File: src/rtl/osd_pkg.sv
package osd_pkg;
    localparam int OSD_AW = 7;
    localparam int OSD_CW = 6;
    localparam int OSD_GW = 14;
    localparam int OSD_GH = 18;
    localparam logic [OSD_CW-1:0] OSD_NEWLINE = 6'h3F;

    typedef struct packed {
        logic              colour;
        logic [1:0]        scale;
        logic              box;
        logic [OSD_CW-1:0] code;
    } osd_word_t;

    typedef enum logic [2:0] {
        ST_IDLE,
        ST_SYNC,
        ST_PRIME,
        ST_DRAW,
        ST_BLANK
    } osd_state_e;
endpackage

File: src/rtl/osd_dpram.sv
module osd_dpram #(
    parameter int AW = 7,
    parameter int DW = 10
) (
    input  logic          clk,
    input  logic          we,
    input  logic [AW-1:0] waddr,
    input  logic [DW-1:0] wdata,
    input  logic [AW-1:0] raddr,
    output logic [DW-1:0] rdata
);
    localparam int DEPTH = 1 << AW;

    logic [DW-1:0] mem [DEPTH];

    always_ff @(posedge clk) begin
        if (we) begin
            mem[waddr] <= wdata;
        end
    end

    always_ff @(posedge clk) begin
        rdata <= mem[raddr];
    end
endmodule

File: src/rtl/osd_sync_edge.sv
module osd_sync_edge (
    input  logic clk,
    input  logic rst_n,
    input  logic raw,
    input  logic pol,
    output logic active,
    output logic prev
);
    assign active = pol ? raw : ~raw;

    always_ff @(posedge clk or negedge rst_n) begin
        if (!rst_n) begin
            prev <= 1'b0;
        end else begin
            prev <= active;
        end
    end
endmodule

File: src/rtl/osd_row_track.sv
module osd_row_track #(
    parameter int AW = 7,
    parameter int GH = 18,
    parameter int LW = 6
) (
    input  logic          clk,
    input  logic          rst_n,
    input  logic          frame_start,
    input  logic          line_start,
    input  logic          mark_tall,
    input  logic          base_load,
    input  logic [AW-1:0] base_val,
    output logic [LW-1:0] line_cnt,
    output logic [AW-1:0] start_base
);
    localparam logic [LW-1:0] LAST_SHORT = LW'(GH - 1);
    localparam logic [LW-1:0] LAST_TALL  = LW'(2 * GH - 1);

    logic          first_q;
    logic          tall_q;
    logic [AW-1:0] base_q;
    logic [AW-1:0] next_q;
    logic          row_end;

    assign row_end    = (line_cnt == (tall_q ? LAST_TALL : LAST_SHORT));
    assign start_base = first_q ? '0 : (row_end ? next_q : base_q);

    always_ff @(posedge clk or negedge rst_n) begin
        if (!rst_n) begin
            first_q  <= 1'b1;
            tall_q   <= 1'b0;
            line_cnt <= '0;
            base_q   <= '0;
            next_q   <= '0;
        end else begin
            if (frame_start) begin
                first_q  <= 1'b1;
                tall_q   <= 1'b0;
                line_cnt <= '0;
                base_q   <= '0;
                next_q   <= '0;
            end else if (line_start) begin
                if (first_q) begin
                    first_q  <= 1'b0;
                    tall_q   <= 1'b0;
                    line_cnt <= '0;
                end else if (row_end) begin
                    tall_q   <= 1'b0;
                    line_cnt <= '0;
                    base_q   <= next_q;
                end else begin
                    line_cnt <= line_cnt + 1'b1;
                end
            end else if (mark_tall) begin
                tall_q <= 1'b1;
            end
            if (!frame_start && base_load) begin
                next_q <= base_val;
            end
        end
    end
endmodule

File: src/rtl/osd_row_render.sv
module osd_row_render
    import osd_pkg::*;
#(
    parameter int AW = OSD_AW,
    parameter int GW = OSD_GW,
    parameter int GH = OSD_GH
) (
    input  logic                              dot_clk,
    input  logic                              rst_n,
    input  logic                              hsync_in,
    input  logic                              vsync_in,
    input  logic                              hs_pol,
    input  logic                              vs_pol,
    input  logic                              fg_pol,
    input  logic                              bg_pol,
    input  logic                              cpu_we,
    input  logic [AW-1:0]                     cpu_addr,
    input  logic [$bits(osd_word_t)-1:0]      cpu_wdata,
    output logic [OSD_CW+$clog2(GH)-1:0]      glyph_addr,
    input  logic [GW-1:0]                     glyph_bits,
    output logic                              fg_out,
    output logic                              bg_en_out,
    output logic                              bg_idx,
    output logic                              vsync_irq
);
    localparam int WW  = $bits(osd_word_t);
    localparam int LW  = $clog2(2 * GH);
    localparam int GLW = $clog2(GH);
    localparam int DCW = $clog2(2 * GW);
    localparam int IW  = $clog2(GW);
    localparam logic [DCW-1:0] LAST_NARROW = DCW'(GW - 1);
    localparam logic [DCW-1:0] LAST_WIDE   = DCW'(2 * GW - 1);
    localparam logic [1:0]     PRIME_DONE  = 2'd2;

    osd_state_e state, state_nx;

    logic          hs_act, hs_prev, vs_act, vs_prev;
    logic          hs_lead, hs_trail, vs_lead, line_go;
    logic [AW-1:0] rd_addr;
    logic [WW-1:0] ram_q;
    osd_word_t     rd_word;
    logic [LW-1:0] line_cnt;
    logic [AW-1:0] start_base;
    logic [LW-1:0] gline_full;
    logic          fetch_tall, fetch_blank, is_nl;
    logic          load_ev, do_load, nl_hit, mark_tall, base_load;
    logic [AW-1:0] base_val;
    logic [1:0]    prime_cnt;
    logic [DCW-1:0] dot_cnt, last_dot, dot_idx;
    logic [GW-1:0] cur_bits;
    logic          cur_box, cur_colour, cur_wide, cur_blank;
    logic          fg_act, bg_act, idx_act;

    osd_sync_edge i_hs_edge (
        .clk(dot_clk), .rst_n(rst_n), .raw(hsync_in), .pol(hs_pol),
        .active(hs_act), .prev(hs_prev)
    );

    osd_sync_edge i_vs_edge (
        .clk(dot_clk), .rst_n(rst_n), .raw(vsync_in), .pol(vs_pol),
        .active(vs_act), .prev(vs_prev)
    );

    assign hs_lead  = hs_act & ~hs_prev;
    assign hs_trail = ~hs_act & hs_prev;
    assign vs_lead  = vs_act & ~vs_prev;
    assign line_go  = hs_trail & ~vs_act;

    osd_dpram #(.AW(AW), .DW(WW)) i_disp_mem (
        .clk(dot_clk), .we(cpu_we), .waddr(cpu_addr), .wdata(cpu_wdata),
        .raddr(rd_addr), .rdata(ram_q)
    );

    assign rd_word = ram_q;

    osd_row_track #(.AW(AW), .GH(GH), .LW(LW)) i_row_track (
        .clk(dot_clk), .rst_n(rst_n),
        .frame_start(vs_lead), .line_start(line_go),
        .mark_tall(mark_tall), .base_load(base_load), .base_val(base_val),
        .line_cnt(line_cnt), .start_base(start_base)
    );

    // glyph line of the pending word, used both for the address and the blank test
    assign fetch_tall  = (rd_word.scale != 2'b00);
    assign gline_full  = fetch_tall ? (line_cnt >> 1) : line_cnt;
    assign fetch_blank = (gline_full >= LW'(GH));
    assign glyph_addr  = {rd_word.code, gline_full[GLW-1:0]};
    assign is_nl       = (rd_word.code == OSD_NEWLINE);

    assign last_dot = cur_wide ? LAST_WIDE : LAST_NARROW;
    assign load_ev  = ((state == ST_PRIME) && (prime_cnt == PRIME_DONE)) ||
                      ((state == ST_DRAW) && (dot_cnt == last_dot));
    assign do_load  = load_ev & ~is_nl & ~hs_act & ~vs_act;
    assign nl_hit   = load_ev & is_nl & ~hs_act & ~vs_act;
    assign mark_tall = do_load & (line_cnt == '0) & fetch_tall;
    assign base_load = nl_hit | (hs_lead & ~vs_act & (state == ST_DRAW));
    assign base_val  = nl_hit ? (rd_addr + 1'b1) : rd_addr;

    // next-state logic
    always_comb begin
        state_nx = state;
        if (vs_act) begin
            state_nx = ST_IDLE;
        end else if (hs_act) begin
            state_nx = ST_SYNC;
        end else begin
            unique case (state)
                ST_IDLE, ST_SYNC: begin
                    if (line_go) state_nx = ST_PRIME;
                end
                ST_PRIME: begin
                    if (prime_cnt == PRIME_DONE) state_nx = is_nl ? ST_BLANK : ST_DRAW;
                end
                ST_DRAW: begin
                    if (dot_cnt == last_dot && is_nl) state_nx = ST_BLANK;
                end
                ST_BLANK: state_nx = ST_BLANK;
                default:  state_nx = ST_IDLE;
            endcase
        end
    end

    // state register
    always_ff @(posedge dot_clk or negedge rst_n) begin
        if (!rst_n) begin
            state <= ST_IDLE;
        end else begin
            state <= state_nx;
        end
    end

    // fetch and character datapath
    always_ff @(posedge dot_clk or negedge rst_n) begin
        if (!rst_n) begin
            rd_addr    <= '0;
            prime_cnt  <= '0;
            dot_cnt    <= '0;
            cur_bits   <= '0;
            cur_box    <= 1'b0;
            cur_colour <= 1'b0;
            cur_wide   <= 1'b0;
            cur_blank  <= 1'b0;
            vsync_irq  <= 1'b0;
        end else begin
            vsync_irq <= vs_lead;
            if (line_go) begin
                rd_addr   <= start_base;
                prime_cnt <= '0;
            end else if (state == ST_PRIME && prime_cnt != PRIME_DONE) begin
                prime_cnt <= prime_cnt + 1'b1;
            end
            if (do_load) begin
                rd_addr    <= rd_addr + 1'b1;
                dot_cnt    <= '0;
                cur_bits   <= glyph_bits;
                cur_box    <= rd_word.box & ~fetch_blank;
                cur_colour <= rd_word.colour;
                cur_wide   <= rd_word.scale[1];
                cur_blank  <= fetch_blank;
            end else if (state == ST_DRAW) begin
                dot_cnt <= dot_cnt + 1'b1;
            end
        end
    end

    assign dot_idx = cur_wide ? (dot_cnt >> 1) : dot_cnt;

    // outputs
    always_comb begin
        fg_act  = 1'b0;
        bg_act  = 1'b0;
        idx_act = 1'b0;
        unique case (state)
            ST_DRAW: begin
                fg_act  = ~cur_blank & cur_bits[IW'(GW - 1) - dot_idx[IW-1:0]];
                bg_act  = cur_box;
                idx_act = cur_box & cur_colour;
            end
            ST_IDLE, ST_SYNC, ST_PRIME, ST_BLANK: begin
                fg_act  = 1'b0;
                bg_act  = 1'b0;
                idx_act = 1'b0;
            end
            default: begin
                fg_act  = 1'b0;
                bg_act  = 1'b0;
                idx_act = 1'b0;
            end
        endcase
        fg_out    = fg_pol ? fg_act : ~fg_act;
        bg_en_out = bg_pol ? bg_act : ~bg_act;
        bg_idx    = idx_act;
    end
endmodule

File: config.mk
export PLATFORM = sky130hd
export DESIGN_NAME = osd_row_render
export DESIGN_NICKNAME = d
export VERILOG_FILES = /design/src/rtl/osd_pkg.sv /design/src/rtl/osd_dpram.sv /design/src/rtl/osd_sync_edge.sv /design/src/rtl/osd_row_track.sv /design/src/rtl/osd_row_render.sv
export SDC_FILE = /design/constraint.sdc
export NUM_CORES = 1
export LEC_CHECK = 0
export ABC_AREA = 0
export CAP_MARGIN = 20
export CORE_MARGIN = 5
export CORE_UTILIZATION = 48
export DETAILED_ROUTE_END_ITERATION = 6
export SLEW_MARGIN = 20
export SYNTH_ARGS = -nofsm -noshare
export SYNTH_HDL_FRONTEND = slang
export SYNTH_HIERARCHICAL = 1
export SYNTH_SLANG_ARGS = --single-unit
File: constraint.sdc
create_clock -name dot_clk -period 5.3 [get_ports dot_clk]
set_input_delay 1.06 -clock dot_clk [delete_from_list [all_inputs] [get_ports dot_clk]]
set_output_delay 1.06 -clock dot_clk [all_outputs]
set_load 0.01 [all_outputs]
# Word level (Yosys, flattened, before mapping)
# Memory sizes are Yosys's and may differ from the RTL's. A register that Yosys moved wholly into a read port is not among the register bits.
# Index checks and enable logic that the tools add are counted.
word_totals:
  register_bits: 60
  ramBits: 1280
  in_bits: 40
  output_inout_bits: 15
  elab_cells: 135
  memories: 1
classes:
  addsub: 5
  order_cmp: 2
  eq_ne: 14
  mux: 47
  bitwise_logic: 29
  n_reduce_logical: 20
memory_table:
  columns: ["name", "words", "word_bits", "read_ports", "rd_ports_with_merged_regs", "wr", "line", "source"]
  rows:
  - ["i_disp_mem.mem", 128, 10, 1, 1, 1, "osd_dpram.sv:14", "logic [DW-1:0] mem [DEPTH];"]
op_table:
  columns: ["operator", "count"]
  rows:
  - ["$mux W7", 10]
  - ["$mux W6", 6]
  - ["$mux W3", 6]
  - ["$and A1 B1 Y1", 17]
  - ["$mux W1", 17]
  - ["$mux W5", 3]
  - ["$ne A4 B2 Y1 const B", 3]
  - ["$pmux W3 S4", 1]
  - ["$reduce_bool A2 Y1", 6]
  - ["$not A1 Y1", 11]
  - ["$add A7 B1 Y7 const B", 1]
  - ["$add A6 B1 Y6 const B", 1]
  - ["$eq A3 B2 Y1 const B", 2]
  - ["$eq A6 B6 Y1", 1]
  - ["$eq A6 B6 Y1 const B", 1]
  - ["$ge A6 B5 Y1 const B", 1]
  - ["$logic_not A6 Y1", 1]
  - ["$add A5 B1 Y5 const B", 1]
  - ["$eq A5 B5 Y1", 1]
  - ["$logic_and A1 B1 Y1", 5]
  - ["$lt A4 B5 Y1 const B", 1]
  - ["$bmux W1 S4", 1]
  - ["$mux W2", 2]
  - ["$mux W4", 1]
  - ["16 further kinds", 17]

# Depth between registers and ports, before layout
depth:
  depth_word: 12
  mapped_depth: 8
  mapped_depth_nobuf: 8

# By module
# The synthesis kept the hierarchy.
by_module_without_submodules:
  columns: ["module", "n_inst", "cells_per_inst", "area_per_inst_um2", "seq_area_each_um2"]
  rows:
  - ["osd_dpram", 1, 1998, 49354.8, 38637.1]
  - ["osd_row_render", 1, 216, 2293.4, 900.9]
  - ["osd_row_track", 1, 111, 1161.1, 551.8]
  - ["osd_sync_edge", 2, 2, 33.8, 25.0]

# Least setup slack after synthesis
# Ideal clock, no wire load.
synth_path:
  kind: "flip-flop to output port"
  startpoint: "reg cur_wide"
  endpoint: "out fg_out"
  arrival_time_ns: 1.901
  required_ns: 4.240
  slack_ns: 2.339
  stages_incl_launch_ff: 8
  n_path_buf: 1
  cell_sequence: "dfrtp_1 > buf_2 > mux2_2 > ha_1 > mux4_2 > nand3b_1 > a32oi_1 > xnor2_1"
synth_between:
  elab_chain_len: 8
synth_lines:
  columns: ["item", "line", "source"]
  rows:
  - ["from (decl)", "osd_row_render.sv:51", "logic cur_box, cur_colour, cur_wide, cur_blank;"]
  - ["from (signal assigned)", "osd_row_render.sv:158", "cur_wide <= rd_word.scale[1];"]
  - ["$mux W4 *", "osd_row_render.sv:166", "assign dot_idx = cur_wide ? (dot_cnt >> 1) : dot_cnt;"]
  - ["$sub A4 B4 Y4 *", "osd_row_render.sv:175", "fg_act = ~cur_blank & cur_bits[IW'(GW - 1) - dot_idx[IW-1:0]];"]
  - ["$bmux W1 S4 *", "osd_row_render.sv:175", null]
  - ["$mux W1 (implied by the code) *", "osd_row_render.sv:175", null]
  - ["$and A1 B1 Y1 *", "osd_row_render.sv:175", null]
  - ["$mux W1 *", "osd_row_render.sv:173", "unique case (state)"]
  - ["$not A1 Y1", "osd_row_render.sv:190", "fg_out = fg_pol ? fg_act : ~fg_act;"]
  - ["$mux W1 *", "osd_row_render.sv:190", null]
  - ["to (decl)", "osd_row_render.sv:21", "output logic fg_out,"]
# Mark *: on every way between the ends. The rest lies on a longest branch, timed or not. The select of a mux whose other input is x is not followed.

# Worst setup path in the final report
# Ends and elaborated chain as after synthesis.

==> summary.md <==
| Metric | Value |
|---|---|
| Status | complete, no violations |
| Area Growth Syn to Fin | 13.55% |
| Number of synthesized flops with an enable pin | 1,280 |
| Clk sinks | 1,350 |
| DR vias/cell | 6.014 |
| Total of max-cap violations | 0 |
| Core area | 0.1092 mm2 |
| Static Leak | 18.61 nW |
| Layout Skew | 0.02314 ns |
| Critical path launch point type | register |
| I/O Pins | 55 |
| Clk buf depth | 3 |
| GR Util All Layers | 0.2134 |
| Count leader, synth | edfxtp_1 |
| Worst Setup End Kind | primary output |
| TritonCTS clock tree | done |
| Post-synth top cells | 1,280 x edfxtp_1, 421 x mux4_2, 169 x nor2_1 |
| Clk_lat worst skew | 0.74 ns |
| Global-route wire length before repair | 179.4 mm |
| Ys flop type | edfxtp_1 |
| Post-Synthesis Cells | 2,329 |
| # hold bufs at CTS | 0 |
| Total gr overflow | 0 |
| Gp weighted congestion | 0.8054 |
| Die height | 341.9 um |
| Yosys reg bits | 1,350 |
| Slew headroom | 0.2631 |
| Max Slew Vio Count | 0 |
| Yosys top cell by area | edfxtp_1 |
| Async S/R FF share, synth | 0.04444 |
| Yosys cell types | 59 |
| I/O Buffers | 54 |
| Worst min-delay path class | register to register |
| Horiz. Die Dim | 341.9 um |
| CP max stage delay | 0.58 ns |
| Crit path DAT | 3.25 ns |
| Fmax | 232.2 MHz |
| Postcts setup bufs | 0 |
| Area of the mapped netlist | 0.05288 mm2 |
| Fin crit period | 4.307 ns |
| Top delay family on crit path | multiplexers |
| Post-synth top area share | 0.7269 |
| CP cell instances | mux2_2, ha_1, mux4_2, nand3b_1, a32oi_1, xnor2_1, clkdlybuf4s50_1 |
| Die area | 0.1169 mm2 |
| Syn Nets | 2,374 |
| Layout cell share with drive strength beyond 1 | 0.2964 |
| Post-layout util | 0.5501 |
| Register area share after synthesis | 0.7591 |
| H-tree levels | 4 |
| Number of buffers created by CTS | 140 |
| Fin nets | 2,543 |
| Setup TNS | 0 ns |
| Vias in the first global route | 25,120 |
| PwrDens | 426.0 mW/mm2 |
| Largest net degree at the start of global routing | 82 |
| WL/cell | 30.16 um |
| RSZ-0062 raised after global routing | false |
| Yosys warns | 6 |
| WP buf/inv | 1 |
| Count of final setup violators | 0 |
| Maximum fanout along the worst path | 12 |
| Vias post-DR | 24,600 |
| Row count | 121 |
| DR DRC count | 0 |
| Avg Cell Area, Syn | 22.70 um2 |
| 1st-iter DRT viols | 2,649 |
| Worst Path Required | 4.24 ns |
| Tcrit/Tclk final | 0.8126 |
| Total power draw | 25.58 mW |
| Fillers | 8,038 |
| Ranking of synthesized cells by area | edfxtp_1 73%, mux4_2 18%, dfrtp_1 2.8%, nor2_1 1.2%, mux2_2 0.75% |
| Root Buffer | clkbuf_16 |
| First-pass DRT Iterations | 5 |
| Post-cts sizing count | 0 |
| Setup CP Type | register to primary output |
| Slowest-stage cell, CP | dfrtp_1 |
| Initial antenna violation count | 13 |
| VDD IR max | 0.3246 mV |
| ANT nets after route | 0 |
| Slew at the pin closest to its max-slew limit | 1.101 ns |
| DP HPWL | 76.54 mm |
| Starting Density | 0.4844 |
| Final Hold Viols | 0 |
| Clock-pin transition on the worst setup and hold timing paths | 0.06 ns |
| Final wirelength | 123.4 mm |
==> per-stage QoR <==
stage / std cells / setup WS (ns) / hold WS (ns) / cell area [um2]
2_1_floorplan: 2329 / 2.339 / 0.4290 / 52880
3_3_place_gp: 3831 / 1.372 / 0.4486 / 55580
3_5_place_dp: 3831 / 1.272 / 0.4552 / 55580
4_1_cts: 4086 / 0.9075 / 0.4673 / 60020
5_1_grt: 4087 / 0.7907 / 0.4778 / 60030
6_report: 4091 / 0.9931 / 0.4565 / 60040
==> sequential cells by signal, summed over array words and instances (netlist names) <==
register / flops
i_row_track/tall_q: 1
i_row_track/base_q: 7
i_row_track/first_q: 1
state: 3
i_vs_edge/prev: 1
cur_blank: 1
i_disp_mem/mem: 1280
vsync_irq: 1
prime_cnt: 2
i_row_track/line_cnt: 6
i_hs_edge/prev: 1
cur_bits: 14
cur_box: 1
dot_cnt: 5
rd_addr: 7
cur_colour: 1
i_disp_mem/rdata: 10
i_row_track/next_q: 7
cur_wide: 1
==> path summary, 6_finish.rpt <==
kind | endpoint | slack [ns] | cells past startpoint | startpoint
max | fg_out | 0.99 | 7 | cur_wide$_DFFE_PN0N_
min | cur_colour$_DFFE_PN0N_ | 0.46 | 1 | i_disp_mem/rdata[9]$_DFF_P_
max reg2reg | i_disp_mem/rdata[6]$_DFF_P_ | 1.71 | 5 | rd_addr[2]$_DFFE_PN0P_
min reg2reg | cur_colour$_DFFE_PN0N_ | 0.46 | 1 | i_disp_mem/rdata[9]$_DFF_P_
max in group asynchronous | rd_addr[1]$_DFFE_PN0P_ | 4.19 | 2 | rst_n
min in group asynchronous | cur_bits[2]$_DFFE_PN0N_ | 0.50 | 2 | rst_n
==> cell type report <==
cell class | instances | area (um2) | share of cell area
Clock inverter | 88 | 794.5 | 0.01323
Tap cell | 1476 | 1847 | 0.03076
Sequential cell | 1350 | 40160 | 0.6688
Antenna cell | 4 | 10.01 | 0.0001667
Timing Repair Buffer | 149 | 1374 | 0.02288
Clock buffer | 167 | 3647 | 0.06075
Inverter | 9 | 33.78 | 0.0005627
Multi-Input combinational cell | 848 | 12180 | 0.2028
==> kinds of logic (layout without fill, tap and decap cells) <==
group	count (synthesis)	count (layout)	share of synthesized area
DFF	1350	1350	0.7591
muxes	497	497	0.1946
and+or+nand+nor	285	285	0.02485
xor gates and xnor gates	16	16	0.002650
adders and majority gates	5	5	0.001183
AOI/OAI and AO/OA	45	45	0.006981
buffers and inverters	131	413	0.01065
other	0	4	0
==> power breakdown <==
part	leakage [nW]	switching (mW)	internal, mW	total [mW]
combinational	4.07	2.07	1.97	4.04
clock	2.16	4.04	5.44	9.48
sequential	12.4	0.232	11.8	12.1
total	18.6	6.34	19.2	25.6
==> placed cells by master (no fill, tap or decap), types with 25 or more instances in the layout <==
master	count
edfxtp_1	1280
mux4_2	421
nor2_1	169
clkbuf_16	142
buf_4	93
dfrtp_1	54
clkdlybuf4s50_1	43
mux2i_1	39
clkinv_1	37
mux2_2	35
nand2_1	26
clkbuf_1	25
==> worst reg2reg max path, cell delays in order, from the launching register on <==
cell and delay, ns:
dfrtp_4 0.99, buf_12 0.51, mux4_2 0.50, mux4_2 0.57, mux4_2 0.57, mux2_2 0.32
==> layer usage <==
metal	vias up	global-route usage	part of all wire
met2	1033	0.3293	0.48
met1	13200	0.3102	0.42
met4	6	0.05301	0.019
met5	-	0	0.00033
met3	160	0.05511	0.090
li1	10210	-	-
Note: power is estimated with default switching activity, not from simulation.
